### config.mk
export PLATFORM = sky130hd
export DESIGN_NAME = spi_fifo_stat
export DESIGN_NICKNAME = d
export VERILOG_FILES = /design/src/rtl/spi_fs_pkg.sv /design/src/rtl/spi_fs_fifo.sv /design/src/rtl/spi_fs_tally.sv /design/src/rtl/spi_fs_flags.sv /design/src/rtl/spi_fifo_stat.sv
export SDC_FILE = /design/constraint.sdc
export NUM_CORES = 1
export LEC_CHECK = 0
export BUFFER_PORTS_ARGS = -buffer_cell sky130_fd_sc_hd__buf_4
export CORE_MARGIN = 8
export CORE_UTILIZATION = 56
export DETAILED_ROUTE_END_ITERATION = 10
export GPL_ROUTABILITY_DRIVEN = 1
export HOLD_SLACK_MARGIN = 0.03
export PLACE_DENSITY = 0.79
export REMOVE_ABC_BUFFERS = 1
export SYNTH_ARGS = -nofsm -noshare
export SYNTH_HDL_FRONTEND = slang
export SYNTH_SLANG_ARGS = --single-unit
### constraint.sdc
create_clock -name clk -period 2.6 [get_ports clk]
set_input_delay 0.39 -clock clk [delete_from_list [all_inputs] [get_ports clk]]
set_output_delay 0.39 -clock clk [all_outputs]
set_load 0.03 [all_outputs]
### src/rtl/spi_fs_pkg.sv
package spi_fs_pkg;
  localparam int FIFO_DEPTH = 4;
  localparam int BYTE_W     = 8;
  localparam int STAT_W     = 16;
  localparam int LVL_W      = 3;
  localparam int GOAL_W     = 3;

  // sticky flag slots inside the flag vector (MSB first maps to status 7..4)
  localparam int FL_OVF = 3;
  localparam int FL_RXD = 2;
  localparam int FL_TXD = 1;
  localparam int FL_UNF = 0;
  localparam int FL_N   = 4;
endpackage

### src/rtl/spi_fs_fifo.sv
module spi_fs_fifo #(
  parameter int DEPTH = 4,
  parameter int DW    = 8
) (
  input  logic                         clk,
  input  logic                         rst_n,
  input  logic                         push,
  input  logic                         pop,
  input  logic [DW-1:0]                din,
  output logic [DW-1:0]                head,
  output logic [$clog2(DEPTH+1)-1:0]   level,
  output logic                         full,
  output logic                         empty
);
  localparam int PW = (DEPTH > 1) ? $clog2(DEPTH) : 1;
  localparam int CW = $clog2(DEPTH + 1);

  logic [DW-1:0] mem [DEPTH];
  logic [PW-1:0] rd_q, rd_d, wr_q, wr_d;
  logic [CW-1:0] lvl_q, lvl_d;
  logic          do_push, do_pop;

  function automatic logic [PW-1:0] bump(input logic [PW-1:0] p);
    return (p == PW'(DEPTH - 1)) ? '0 : p + 1'b1;
  endfunction

  assign full    = (lvl_q == CW'(DEPTH));
  assign empty   = (lvl_q == '0);
  assign do_push = push & ~full;
  assign do_pop  = pop & ~empty;
  assign head    = mem[rd_q];
  assign level   = lvl_q;

  always_comb begin
    rd_d  = do_pop  ? bump(rd_q) : rd_q;
    wr_d  = do_push ? bump(wr_q) : wr_q;
    lvl_d = lvl_q;
    case ({do_push, do_pop})
      2'b10:   lvl_d = lvl_q + 1'b1;
      2'b01:   lvl_d = lvl_q - 1'b1;
      default: lvl_d = lvl_q;
    endcase
  end

  always_ff @(posedge clk or negedge rst_n) begin
    if (!rst_n) begin
      rd_q  <= '0;
      wr_q  <= '0;
      lvl_q <= '0;
    end else begin
      rd_q  <= rd_d;
      wr_q  <= wr_d;
      lvl_q <= lvl_d;
    end
  end

  always_ff @(posedge clk) begin
    if (do_push) mem[wr_q] <= din;
  end
endmodule

### src/rtl/spi_fs_tally.sv
module spi_fs_tally #(
  parameter int DEPTH  = 4,
  parameter int GOAL_W = 3
) (
  input  logic              clk,
  input  logic              rst_n,
  input  logic              step,
  input  logic [GOAL_W-1:0] goal,
  output logic              hit
);
  localparam int TW = GOAL_W + 1;

  logic [GOAL_W-1:0] cnt_q, cnt_d;
  logic [TW-1:0]     goal_eff;

  always_comb begin
    if (goal == '0)                goal_eff = TW'(1);
    else if (TW'(goal) > TW'(DEPTH)) goal_eff = TW'(DEPTH);
    else                           goal_eff = TW'(goal);
  end

  assign hit = step && ((TW'(cnt_q) + TW'(1)) >= goal_eff);

  always_comb begin
    cnt_d = cnt_q;
    if (hit)       cnt_d = '0;
    else if (step) cnt_d = cnt_q + 1'b1;
  end

  always_ff @(posedge clk or negedge rst_n) begin
    if (!rst_n) cnt_q <= '0;
    else        cnt_q <= cnt_d;
  end
endmodule

### src/rtl/spi_fs_flags.sv
module spi_fs_flags #(
  parameter int N = 4
) (
  input  logic         clk,
  input  logic         rst_n,
  input  logic [N-1:0] set,
  input  logic         clr,
  input  logic [N-1:0] mask,
  output logic [N-1:0] flags,
  output logic         irq
);
  logic [N-1:0] fl_q, fl_d;

  always_comb begin
    for (int i = 0; i < N; i++) begin
      fl_d[i] = set[i] | (fl_q[i] & ~clr);
    end
  end

  always_ff @(posedge clk or negedge rst_n) begin
    if (!rst_n) fl_q <= '0;
    else        fl_q <= fl_d;
  end

  assign flags = fl_q;
  assign irq   = |(fl_q & ~mask);
endmodule

### src/rtl/spi_fifo_stat.sv
module spi_fifo_stat
  import spi_fs_pkg::*;
#(
  parameter int DEPTH = FIFO_DEPTH,
  parameter int DW    = BYTE_W
) (
  input  logic              clk,
  input  logic              rst_n,
  input  logic              rx_byte_vld,
  input  logic [DW-1:0]     rx_byte,
  input  logic              rx_pop,
  output logic [DW-1:0]     rx_data,
  input  logic              tx_push,
  input  logic [DW-1:0]     tx_wdata,
  input  logic              tx_start,
  output logic [DW-1:0]     tx_byte,
  input  logic              irq_mode,
  input  logic              ovf_mask,
  input  logic              unf_mask,
  input  logic [GOAL_W-1:0] rx_thresh,
  input  logic              stat_rd,
  output logic [STAT_W-1:0] stat_data,
  output logic              irq
);
  localparam int CW = $clog2(DEPTH + 1);
  localparam int XW = (CW > GOAL_W) ? CW : GOAL_W;

  logic [DW-1:0]  tx_head;
  logic [CW-1:0]  rx_lvl, tx_lvl;
  logic           rx_full, rx_empty, tx_full, tx_empty;
  logic           rx_accept, tx_take, ovf_evt, unf_evt;
  logic           rx_hit, tx_hit, excess;
  logic [FL_N-1:0] fl_set, fl_mask, flags;

  spi_fs_fifo #(.DEPTH(DEPTH), .DW(DW)) rx_q_i (
    .clk(clk), .rst_n(rst_n), .push(rx_byte_vld), .pop(rx_pop), .din(rx_byte),
    .head(rx_data), .level(rx_lvl), .full(rx_full), .empty(rx_empty)
  );

  spi_fs_fifo #(.DEPTH(DEPTH), .DW(DW)) tx_q_i (
    .clk(clk), .rst_n(rst_n), .push(tx_push), .pop(tx_start), .din(tx_wdata),
    .head(tx_head), .level(tx_lvl), .full(tx_full), .empty(tx_empty)
  );

  assign rx_accept = rx_byte_vld & ~rx_full;
  assign ovf_evt   = rx_byte_vld &  rx_full;
  assign tx_take   = tx_start & ~tx_empty;
  assign unf_evt   = tx_start &  tx_empty;
  assign tx_byte   = tx_empty ? {DW{1'b1}} : tx_head;

  spi_fs_tally #(.DEPTH(DEPTH), .GOAL_W(GOAL_W)) rx_tally_i (
    .clk(clk), .rst_n(rst_n), .step(rx_accept & ~irq_mode), .goal(rx_thresh), .hit(rx_hit)
  );

  spi_fs_tally #(.DEPTH(DEPTH), .GOAL_W(GOAL_W)) tx_tally_i (
    .clk(clk), .rst_n(rst_n), .step(tx_take & irq_mode), .goal(rx_thresh), .hit(tx_hit)
  );

  always_comb begin
    fl_set          = '0;
    fl_set[FL_OVF]  = ovf_evt;
    fl_set[FL_RXD]  = rx_hit;
    fl_set[FL_TXD]  = tx_hit;
    fl_set[FL_UNF]  = unf_evt;
    fl_mask         = '0;
    fl_mask[FL_OVF] = ovf_mask;
    fl_mask[FL_UNF] = unf_mask;
  end

  spi_fs_flags #(.N(FL_N)) flags_i (
    .clk(clk), .rst_n(rst_n), .set(fl_set), .clr(stat_rd), .mask(fl_mask),
    .flags(flags), .irq(irq)
  );

  assign excess = XW'(rx_lvl) > XW'(rx_thresh);

  assign stat_data = {4'b0000, excess, LVL_W'(rx_lvl), flags, LVL_W'(tx_lvl), irq};

  logic unused_ok;
  assign unused_ok = tx_full ^ rx_empty;
endmodule

# --- After elaboration in Yosys (flattened, before gate mapping) ---
# Memories as Yosys holds them, arrays and structs flattened.
# Index checks and enable logic that the tools add are counted.
word_totals:
  regBits: 24
  ram_bits: 64
  in_bits: 29
  output_inout_bits: 33
  wordCells: 88
  memories: 2
memory_table:
  columns: ["memory", "depth", "word_bits", "rd", "rd_clocked_by_memory_dff", "write_ports", "line", "rtl"]
  rows:
  - ["rx_q_i.mem", 4, 8, 1, 0, 1, "spi_fs_fifo.sv:18", "logic [DW-1:0] mem [DEPTH];"]
  - ["tx_q_i.mem", 4, 8, 1, 0, 1, "spi_fs_fifo.sv:18", null]
classes:
  addsub: 12
  n_lt_le_gt_ge: 4
  eq_ne: 10
  mux: 17
  bitwise_logic: 24
  n_reduce_logical: 10
ops:
  columns: ["cell", "count"]
  rows:
  - ["$mux W3", 6]
  - ["$add A3 B1 Y3 const B", 4]
  - ["$and A1 B1 Y1", 12]
  - ["$eq A2 B2 Y1 const B", 6]
  - ["$pmux W3 S2", 2]
  - ["$logic_not A3 Y1", 3]
  - ["$add A2 B1 Y2 const B", 4]
  - ["$add A3 B1 Y4 const B", 2]
  - ["$mux W2", 4]
  - ["$mux W8", 1]
  - ["$reduce_bool A2 Y1", 4]
  - ["$eq A3 B3 Y1 const B", 2]
  - ["$not A1 Y1", 6]
  - ["$sub A3 B1 Y3 const B", 2]
  - ["$and A4 B4 Y4", 1]
  - ["$eq A2 B1 Y1 const B", 2]
  - ["$ge A4 B3 Y1", 1]
  - ["$ge A4 B4 Y1", 1]
  - ["$mux W1", 4]
  - ["$not A4 Y4", 1]
  - ["$or A1 B1 Y1", 4]
  - ["$reduce_or A4 Y1", 1]
  - ["$gt A3 B3 Y1", 1]
  - ["$gt A3 B3 Y1 const B", 1]
  - ["$logic_and A1 B1 Y1", 2]

# --- Depth between registers and ports, before layout ---
# Gate-level depths: netlist (run 1).
depth:
  word_depth: 6
  ltp_mapped: 9
  ltp_nobuf: 9

# --- By module ---
# Synthesis (run 1) repeated with hierarchy kept, for this count alone.
hier_totals:
  hier_cells: 262
  area_unflattened_um2: 4131.5
by_module_without_submodules:
  columns: ["module", "n_inst", "cells_per_inst", "area_per_inst_um2", "seq_area_each_um2"]
  rows:
  - ["spi_fs_fifo", 2, 82, 1636.6, 1136.1]
  - ["spi_fs_tally", 2, 27, 244.0, 75.1]
  - ["spi_fifo_stat", 1, 30, 198.9, 0.0]
  - ["spi_fs_flags", 1, 14, 171.4, 100.1]

# --- Worst setup path before layout (run 1) ---
# OpenSTA, ideal clock, no wires.
synth_timing:
  path_kind: "flip-flop to flip-flop"
  start: "register rx_q_i.lvl_q[2], in the netlist rx_q_i.level[2]"
  end: "register rx_q_i.lvl_q[2], in the netlist rx_q_i.level[2]"
  arrival_ns: 2.171
  setup_slack_ns: 0.348
  stages_incl_launch_ff: 10
  path_buffers: 0
  period_less_slack_ns: 2.252
  path_cell_list: "dfrtp_1 -> or3b_4 -> and2_4 -> inv_2 -> ha_1 -> inv_1 -> fa_1 -> xor2_1 -> nor2_1 -> xor2_1"
synth_between:
  elab_chain_len: 5
synth_lines:
  columns: ["element", "line", "rtl"]
  rows:
  - ["start: declaration", "spi_fs_fifo.sv:20", "logic [CW-1:0] lvl_q, lvl_d;"]
  - ["start signal: assignment", "spi_fs_fifo.sv:53", "lvl_q <= lvl_d;"]
  - ["$eq A3 B3 Y1 or $logic_not A3 Y1 (tied branches)", "spi_fs_fifo.sv:27, spi_fs_fifo.sv:28", null]
  - ["$not A1 Y1, on equally long branches", "spi_fs_fifo.sv:29, spi_fs_fifo.sv:30", null]
  - ["$and A1 B1 Y1, on equally long branches", "spi_fs_fifo.sv:29, spi_fs_fifo.sv:30", null]
  - ["$eq A2 B1 Y1 or $eq A2 B2 Y1 (tied branches)", "spi_fs_fifo.sv:38", "case ({do_push, do_pop})"]
  - ["$pmux W3 S2 or $reduce_bool A2 Y1 (tied branches)", null, null]
# Parallel ways exist; a longest one is shown, timed or not.
# A chain may end at the register's enable or synchronous reset.

# --- Worst setup path after layout (run 1) ---
layout_timing:
  start: "register tx_q_i.rd_q[0]"
  end: "output port tx_byte[2]"
layout_between:
  elab_chain_len: 2
layout_lines:
  columns: ["element", "line", "rtl"]
  rows:
  - ["start: declaration", "spi_fs_fifo.sv:19", "logic [PW-1:0] rd_q, rd_d, wr_q, wr_d;"]
  - ["start signal: assignment", "spi_fs_fifo.sv:51", "rd_q <= rd_d;"]
  - ["$mem_v2 Z4 W8", null, null]
  - ["$mux W8", "spi_fifo_stat.sv:49", "assign tx_byte = tx_empty ? {DW{1'b1}} : tx_head;"]
  - ["end: declaration", "spi_fifo_stat.sv:16", "output logic [DW-1:0] tx_byte,"]
# Every way passes these cells.

==> summary.txt, run 1 <==
Worst setup path class: flip-flop to primary output
Max Slew Vio Count: 0
RSZ-0062 raised after global routing: no
Netlist Area Pre-Place: 3978 µm²
H-tree Lvls: 3
Maximum clock path buffer count: 2
Post-DR vias/cell: 5.217
Post-synth EDFFs: 64
Initial DRT Pass Iterations: 4
CP Launch Type: flip-flop
Clock latency on the worst-skew pair: 360 ps
Antenna viol nets, final: 0
Status: finished, final reports clean
Placed Cells: 411
Max Cap Viol: 0
Antenna violations before repair: 0
Hold Crit Class: primary input to flip-flop
Yosys cell types: 41
Total Wirelength: 6932 µm
WL/cell: 16.20 µm
Worst setup EP type: primary output
Endpoints failing setup: 0
Minimum clock period: 2400 ps
Post-synth top flop: edfxtp_1
Crit path max fanout: 7
Final period util: 92.32%
Vias in the first global route: 2399
Worst VDD drop: 0.7443 mV
Initial Util: 58.22%
Vias: 2233
Die W: 100.3 µm
Clock sinks: 88
Worst slew pin tran: 593.7 ps
TritonCTS clock tree: done
Layout cells sized above 1: 31.02%
Yosys top cell by area: edfxtp_1
Main area contributors after synthesis: edfxtp_1 48%, dfrtp_1 15%, mux4_2 9.1%
Synth cell count leaders: 64 x edfxtp_1, 24 x dfrtp_1, 23 x ha_1, 21 x inv_1, 20 x nand2_1
Die H: 100.3 µm
I/O Buffers: 57
Detailed placement HPWL: 5135 µm
FP Rows: 30
IO Pins: 62
Nets: 381
Mapped Cells: 262
Max Clock Skew: 10.07 ps
Area Growth Syn to Fin: 18.24%
Worst Path Required: 2210 ps
Number of DRC markers in iteration 0: 77
CP startpoint: tx_q_i.rd_q[0]
Largest net degree at the start of global routing: 25
Slew headroom: 60.42%
Fin Hold WS: 207.4 ps
CORE AREA: 6832 µm²
Leak Pwr: 1.947 nW
Worst path cell trace: buf_4 > mux4_2 > or2_1 > buf_4
Most common cell in the netlist: edfxtp_1
Cell Area, Placed: 4494 µm²
Tot Pwr: 0.005683 W
Layout Cells excl Fill: 428
Cts repair resizes: 0
Endpoints failing hold: 0
Num CTS Buffers: 9
Largest stage delay, worst path: 520 ps
Gpl congestion: 0.7537
Fmax: 416.6 MHz
Total Routing Usage GR: 14.86%
First-pass GRT wire length: 11570 µm
Cell family with most CP delay: flip-flops
Average cell area after synthesis: 15.18 µm²
Setup TNS: 0 ps
Async set or reset register ratio after synthesis: 27.27%
Final instance area: 4703 µm²
Clock Pin Slew Worst Setup and Hold Paths: 90 ps
DRC: 0
Seq cells post-synth: 88
WP data arrival: 2010 ps
Most used cell, CP: buf_4
Max stage delay cell, worst path: dfrtp_1
Yosys warns: 0
PD cells: 1208 nW/µm²
Launch point of the worst reg-to-reg path: rx_q_i.level[1]
Share of the synthesized area in the top cell type: 48.32%
Root cell of the clock tree: clkbuf_8
Ant diodes: 0
Post-CTS setup buffers: 0
Worst Path Buf+Inv: 2
Sequential area share after synthesis: 63.42%
Grt total ovfl: 0
Min-Delay Startpoint: stat_rd
Die ar.: 10060 µm²
[state kept, by name, summed over array words and instances (netlist names)]
register / count
tx_q_i.level: 3
tx_q_i.mem: 32
flags_i.flags: 4
tx_tally_i.cnt_q: 3
tx_q_i.rd_q: 2
tx_q_i.wr_q: 2
rx_q_i.level: 3
rx_q_i.rd_q: 2
rx_q_i.wr_q: 2
rx_q_i.mem: 32
rx_tally_i.cnt_q: 3
[metal layers]
metal,vias to the layer above,track usage (%),wire length (µm)
met1,1089,18.49,3131
met3,6,3.668,337
li1,1082,-,-
met4,0,6.279,65
met2,56,24.15,3398
met5,-,0,0
[path summary, 6_finish.rpt]
path	end	slack, ps	cells past startpoint
max	tx_byte[2]	200	4
min	flags_i.flags[3]	210	2
max reg2reg	rx_q_i.level[2]	340	9
min reg2reg	rx_tally_i.cnt_q[1]	530	2
max in group asynchronous	rx_tally_i.cnt_q[1]	1880	2
min in group asynchronous	flags_i.flags[2]	470	2
[through the flow]
stage	setup slack, ps	util, %
floorplan	347.8	-
global placement	452.8	65.79
detailed placement	365.0	65.79
CTS	147.7	68.85
global route	64.99	68.85
finish	199.6	68.85
[cell usage in the layout, fill, tap and decap left out, types with 5 or more instances in the layout]
cell type and n:
a21o_1 5, buf_4 61, clkbuf_8 9, dfrtp_1 24, edfxtp_1 64, ha_1 23
inv_1 21, mux4_2 16, nand2_1 20, nand2b_1 5, nor2_1 5, o21ai_0 10
or2_1 8, xor2_1 6
[cell families (layout without fill, tap and decap cells)]
group | after synthesis | after routing | share of synthesized area [%]
fa+ha+maj | 25 | 25 | 8.242
mux | 18 | 18 | 9.626
other cells | 1 | 4 | 0.09428
xor+xnor | 8 | 8 | 1.762
flops | 88 | 88 | 63.42
simple gates | 60 | 60 | 8.242
compound gates | 29 | 29 | 4.718
buf+inv | 33 | 100 | 3.900
[worst reg2reg max path, delay by kind of cell, from the launching register on]
kind	cells	cell delay (ps)
buf+inv	2	110
simple gates	3	780
flops	1	460
fa+ha+maj	2	540
xor+xnor	2	310
[power breakdown]
part	total, W	internal [W]	leakage (nW)	switching (W)
logic	0.00254	0.00112	0.967	0.00142
registers	0.00223	0.00190	0.881	0.000327
clock network	0.000913	0.000380	0.0985	0.000534
total	0.00568	0.00340	1.95	0.00228
[what timing repair did]
action | CTS | global route
hold buffers | 1 | 0
setup endpoints to repair | 0 | 0
endpoints found under the hold margin | 24 | 0
[cell type report]
class	instances	area [µm²]
Tap cell	96	120.1
Multi-Input combinational cell	144	1311
Clock inverter	7	75.07
Fill cell	481	2128
Clock buffer	9	123.9
Timing Repair Buffer	62	467.9
Inverter	22	82.58
Sequential cell	88	2522
Power figures use the tool's default switching activity.
==> inputs of run 2 (changes only) <==
--- a/config.mk
+++ b/config.mk
@@ -7,12 +7,13 @@
 export LEC_CHECK = 0
 export BUFFER_PORTS_ARGS = -buffer_cell sky130_fd_sc_hd__buf_4
 export CORE_MARGIN = 8
-export CORE_UTILIZATION = 56
+export CORE_UTILIZATION = 57
 export DETAILED_ROUTE_END_ITERATION = 10
 export GPL_ROUTABILITY_DRIVEN = 1
 export HOLD_SLACK_MARGIN = 0.03
-export PLACE_DENSITY = 0.79
+export PLACE_DENSITY = 0.8
 export REMOVE_ABC_BUFFERS = 1
 export SYNTH_ARGS = -nofsm -noshare
 export SYNTH_HDL_FRONTEND = slang
+export SYNTH_HIERARCHICAL = 1
 export SYNTH_SLANG_ARGS = --single-unit
==> run 2 against run 1 <==
Critical path depth shrank 1. Clock skew shrank 0.97 ps. Worst setup slack gained 73 ps. Critical path type unchanged. Largest cell class unchanged.
==> summary.txt, run 2 <==
Clock Pin Slew Worst Setup and Hold Paths: 90 ps (about the same)
Slew headroom: 58.63% (-1.8 points)
IO Pins: 62 (unchanged)
PD cells: 1195 nW/µm² (-1.1%)
Worst Path Buf+Inv: 1 (-1)
Crit path max fanout: 11 (+4)
Maximum clock path buffer count: 2 (unchanged)
First-pass GRT wire length: 11520 µm (-0.41%)
Largest stage delay, worst path: 580 ps (+60 ps)
I/O Buffers: 57 (unchanged)
Antenna viol nets, final: 0 (unchanged)
Max Clock Skew: 9.093 ps (-0.9743 ps)
Initial Util: 57.89% (-0.33 points)
Final instance area: 4860 µm² (+3.3%)
Vias: 2209 (-1.1%)
Area Growth Syn to Fin: 17.63%
Max Slew Vio Count: 0 (unchanged)
Post-synth top flop: edfxtp_1
Yosys warns: 6 (+6)
Most common cell in the netlist: edfxtp_1
H-tree Lvls: 3 (unchanged)
Number of DRC markers in iteration 0: 78 (+1.3%)
Yosys top cell by area: edfxtp_1
Endpoints failing hold: 0 (unchanged)
Detailed placement HPWL: 5066 µm (-1.4%)
Endpoints failing setup: 0 (unchanged)
Synth cell count leaders: 64 x edfxtp_1, 27 x inv_1, 24 x dfrtp_1, 23 x ha_1, 16 x mux4_2
Num CTS Buffers: 9 (unchanged)
Die H: 101.1 µm (+0.85%)
Fmax: 429.7 MHz (+3.2%)
Hold Crit Class: primary input to flip-flop
Post-CTS setup buffers: 0 (unchanged)
Share of the synthesized area in the top cell type: 46.52% (-1.8 points)
Post-synth EDFFs: 64 (unchanged)
Cells on worst reg2reg path: 9 (unchanged)
WP data arrival: 1940 ps (-70 ps)
Largest net degree at the start of global routing: 25 (unchanged)
Final period util: 89.50% (-2.8 points)
Worst setup path class: flip-flop to primary output
Setup TNS: 0 ps (unchanged)
Initial DRT Pass Iterations: 4 (unchanged)
Clock latency on the worst-skew pair: 350 ps (about the same)
Average cell area after synthesis: 15.77 µm² (+3.9%)
Worst slew pin tran: 620.5 ps (+26.76 ps)
Placed Cells: 414 (+0.73%)
Sequential area share after synthesis: 61.05% (-2.4 points)
Status: finished, final reports clean
Layout cells sized above 1: 37.95% (+6.9 points)
Async set or reset register ratio after synthesis: 27.27% (unchanged)
Total Routing Usage GR: 14.86% (about the same)
Tot Pwr: 0.005809 W (+2.2%)
Grt total ovfl: 0 (unchanged)
CORE AREA: 7137 µm² (+4.5%)
DRC: 0 (unchanged)
Post-DR vias/cell: 5.125 (-1.8%)
Cell family with most CP delay: flip-flops
Most common cell after layout, fill and taps aside: edfxtp_1
Hold Path Cell Cnt: 1 (-1)
Die W: 101.1 µm (+0.85%)
CP Launch Type: flip-flop
Yosys cell types: 40 (-2.4%)
Cell Area, Placed: 4647 µm² (+3.4%)
Gpl congestion: 0.6869 (-8.9%)
Seq cells post-synth: 88 (unchanged)
Clock sinks: 88 (unchanged)
Worst path depth: 3 (-1)
FP Rows: 31 (+3.3%)
Mapped Cells: 262 (unchanged)
Netlist Area Pre-Place: 4131 µm² (+3.9%)
Max stage delay cell, worst path: dfrtp_2
Antenna violations before repair: 0 (unchanged)
Fin Hold WS: 228.0 ps (+20.55 ps)
Die ar.: 10230 µm² (+1.7%)
TritonCTS clock tree: done
Layout Cells excl Fill: 431 (+0.70%)
Minimum clock period: 2327 ps (-73.43 ps)
RSZ-0062 raised after global routing: no
Nets: 381 (unchanged)
Worst path cell trace: mux4_2 > or2_2 > buf_4
WL/cell: 16.36 µm (+1.0%)
Worst setup EP type: primary output
Max Cap Viol: 0 (unchanged)
Ant diodes: 0 (unchanged)
Main area contributors after synthesis: edfxtp_1 47%, dfrtp_1 15%, mux4_2 8.7%
Leak Pwr: 2.061 nW (+5.9%)
Worst Path Required: 2210 ps (about the same)
Root cell of the clock tree: clkbuf_8
Vias in the first global route: 2354 (-1.9%)
Most frequent cells in the layout: 64 x edfxtp_1, 58 x buf_4, 27 x inv_1
Worst VDD drop: 0.7732 mV (+3.9%)
Total Wirelength: 7053 µm (+1.7%)
==> run 2: cell type report <==
cell class | count | area (µm²)
sequential | 88 | 2524
multi-input combinational | 141 | 1460
clock buffer | 9 | 123.9
fill | 519 | 2277
clock inverter | 7 | 77.57
timing repair buffer | 59 | 445.4
inverter | 28 | 105.1
tap | 99 | 123.9
==> run 2: routing by layer <==
metal | global-route usage (%) | part of all wire [%] | vias to the layer above
met5 | 0 | 0 | -
met4 | 7.102 | 1.8 | 0
met3 | 4.124 | 4.9 | 10
met2 | 25.05 | 51 | 43
met1 | 17.16 | 42 | 1089
li1 | - | - | 1067
==> run 2: timing repair <==
item / CTS / global route
hold endpoints to repair: 24 / 0
setup endpoints to repair: 0 / 5
hold buffers: 1 / 0
gates resized for setup: 0 / 1
==> run 2: per-stage QoR <==
step | worst slack, ps | utilization, %
floorplan | 538.7 | -
global placement | 444.3 | 65.11
detailed placement | 425.9 | 65.11
CTS | 30.01 | 68.08
global route | 193.9 | 68.09
finish | 273.0 | 68.09
==> run 2: cell families after synthesis <==
group,count (synthesis),share of synthesized area [%]
AND/OR/NAND/NOR,51,8.602
other,1,0.09077
AO/OA/AOI/OAI,23,4.148
adder cells (fa/ha/maj),25,7.935
buffers and inverters,38,4.058
XOR/XNOR,8,1.696
multiplexers,28,12.42
flip-flops,88,61.05
==> run 2: path summary, 6_finish.rpt <==
path                                       start  slack, ps               end
worst max-delay path              tx_q_i/rd_q[0]        270        tx_byte[7]
worst min-delay path                 tx_wdata[1]        230  tx_q_i/mem[0][1]
worst max register to register   rx_q_i/level[0]        580   rx_q_i/level[2]
worst min register to register  flags_i/flags[1]        510  flags_i/flags[1]
max in group asynchronous                  rst_n       1850    tx_q_i/rd_q[0]
min in group asynchronous                  rst_n        480  flags_i/flags[3]
==> run 2: where the power goes <==
group | internal (W) | leakage [nW] | switching, W
sequential | 0.00190 | 0.881 | 0.000382
combinational | 0.00123 | 1.08 | 0.00136
clock | 0.000452 | 0.102 | 0.000487
total | 0.00358 | 2.06 | 0.00223
==> inputs of run 3 (changes only) <==
==> constraint.sdc (replaced) <==
create_clock -name clk -period 2.6 [get_ports clk]
set_input_delay 0.39 -clock clk [delete_from_list [all_inputs] [get_ports clk]]
set_output_delay 0.39 -clock clk [all_outputs]
set_load 0.005 [all_outputs]
==> run 3 against run 2 <==
Non-clock buffer count stayed put. Combinational power is 22% lower. Via count hardly changed. Cell count stayed put. Clock skew is 1.3 ps higher. Clock power is 3.4% lower. Utilization is 0.070 points lower. First-iteration DRC count is 6.4% lower. Critical path depth stayed put.
==> summary.txt, run 3 (synthesis results as in run 2) <==
Cells on worst reg2reg path: 9 (unchanged)
Launch point of the worst reg-to-reg path: rx_q_i/level[0]
Gpl congestion: 0.7241 (+5.4%)
Min-Delay Startpoint: tx_wdata[3]
Post-DR vias/cell: 5.130 (about the same)
Max Slew Vio Count: 0 (unchanged)
WP data arrival: 1900 ps (-40 ps)
Worst VDD drop: 0.6531 mV (-16%)
Status: finished, final reports clean
Most common cell after layout, fill and taps aside: edfxtp_1
Hold Path Cell Cnt: 1 (unchanged)
Initial Util: 57.89% (unchanged)
Die ar.: 10230 µm² (unchanged)
Area Growth Syn to Fin: 17.50%
Ant diodes: 0 (unchanged)
Place WS: 460.4 ps (+34.47 ps)
Detailed placement HPWL: 5071 µm (+0.10%)
Antenna viol nets, final: 0 (unchanged)
Endpoints failing hold: 0 (unchanged)
Setup TNS: 0 ps (unchanged)
Worst Path Required: 2210 ps (about the same)
Leak Pwr: 2.056 nW (-0.23%)
Nets: 381 (unchanged)
Hold Crit Class: primary input to flip-flop
Vias: 2211 (+0.091%)
Worst setup EP type: primary output
Die W: 101.1 µm (unchanged)
Max Cap Viol: 0 (unchanged)
Total Routing Usage GR: 14.91% (+0.045 points)
RSZ-0062 raised after global routing: no
Die H: 101.1 µm (unchanged)
Fill cell count: 522 (+0.58%)
TritonCTS clock tree: done
CP Launch Type: flip-flop
Most frequent cells in the layout: 64 x edfxtp_1, 58 x buf_4, 27 x inv_1
Register Area: 2524 µm² (unchanged)
Fin Hold WS: 228.5 ps (+0.5640 ps)
Initial DRT Pass Iterations: 4 (unchanged)
IO Pins: 62 (unchanged)
Endpoints failing setup: 0 (unchanged)
Maximum clock path buffer count: 2 (unchanged)
Clock Pin Slew Worst Setup and Hold Paths: 100 ps (about the same)
Min-Delay Endpoint: tx_q_i/mem[3][3]
Fmax: 437.0 MHz (+1.7%)
Vias in the first global route: 2358 (+0.17%)
Root cell of the clock tree: clkbuf_8
Worst slew pin tran: 610.2 ps (-10.27 ps)
Area of the multi-input gates: 1460 µm² (unchanged)
DRC: 0 (unchanged)
Final period util: 88.01% (-1.5 points)
Largest net degree at the start of global routing: 25 (unchanged)
FP Rows: 31 (unchanged)
Minimum clock period: 2288 ps (-38.84 ps)
Grt total ovfl: 0 (unchanged)
Clock sinks: 88 (unchanged)
WL/cell: 16.30 µm (-0.37%)
First-pass GRT wire length: 11610 µm (+0.77%)
Reg2reg end: rx_q_i/level[2]
Max Clock Skew: 10.35 ps (+1.260 ps)
Post-CTS setup buffers: 0 (unchanged)
Clock latency on the worst-skew pair: 350 ps (about the same)
CORE AREA: 7137 µm² (unchanged)
Layout cells sized above 1: 38.25% (+0.30 points)
Slew headroom: 59.23% (+0.60 points)
Final worst slack: 311.9 ps (+38.84 ps)
Antenna violations before repair: 0 (unchanged)
I/O Buffers: 57 (unchanged)
Total Wirelength: 7027 µm (-0.37%)
Num CTS Buffers: 9 (unchanged)
H-tree Lvls: 3 (unchanged)
PD cells: 1074 nW/µm² (-10%)
Worst setup path class: flip-flop to primary output
Number of DRC markers in iteration 0: 73 (-6.4%)
Crit path max fanout: 11 (unchanged)
Internal reg-to-reg setup slack: 570 ps (about the same)
==> run 3: cell types whose count changed in the layout (fill, tap and decap cells not counted) <==
cell        before  now
clkinvlp_4       0    1
clkinv_8         0    1
bufinv_16        1    0
clkinv_1         1    0
clkinv_4         3    1
inv_8            0    2
==> run 3: through the flow <==
stage | instance area (µm²) | power (W) | util (%) | cells
4_1_cts | 4853 | 0.005303 | 68.00 | 431
2_1_floorplan | 4088 | 0.003545 | - | 257
6_report | 4855 | 0.005212 | 68.02 | 431
3_3_place_gp | 4647 | 0.004281 | 65.11 | 414
3_5_place_dp | 4647 | 0.004378 | 65.11 | 414
5_1_grt | 4855 | 0.005599 | 68.02 | 431
==> run 3: worst max path at each step <==
stage,startpoint,end,slack (ps),cells past startpoint
2_1_floorplan,tx_q_i/level[0],tx_q_i/level[2],680,9
3_3_place_gp,tx_q_i/rd_q[0],tx_byte[0],480,3
3_5_place_dp,tx_q_i/rd_q[0],tx_byte[0],460,3
4_1_cts,tx_q_i/rd_q[0],tx_byte[0],60,3
5_1_grt,tx_q_i/rd_q[0],tx_byte[5],200,3
6_report,tx_q_i/rd_q[0],tx_byte[0],310,3
==> run 3: final cells by class <==
class / count / share of cell area, %
Clock buffer: 9 / 2.552
Multi-Input combinational cell: 141 / 30.08
Tap cell: 99 / 2.552
Sequential cell: 88 / 51.98
Inverter: 28 / 2.165
Timing Repair Buffer: 59 / 9.175
Clock inverter: 7 / 1.495
==> run 3: per-layer routing <==
metal / vias to the layer above / track usage [%] / part of all wire (%)
met1: 1091 / 17.39 / 43
li1: 1070 / - / -
met4: 0 / 4.238 / 0.97
met2: 41 / 26.06 / 51
met5: - / 0 / 0
met3: 9 / 4.330 / 4.4
==> run 3: power breakdown <==
part	leakage, nW	total [W]	internal [W]	switching [W]
logic	1.08	0.00202	0.00120	0.000816
registers	0.881	0.00228	0.00190	0.000381
clock network	0.0970	0.000907	0.000377	0.000531
==> run 3: worst max-delay path, cell delays in order (launching register included) <==
cell     delay (ps)
dfrtp_2         580
mux4_2          530
or2_2           300
buf_4           140
==> run 3: timing repair <==
item,CTS,global route
hold buffers,1,0
setup endpoints to repair,0,7
resized for setup,0,1
hold endpoints to repair,24,0
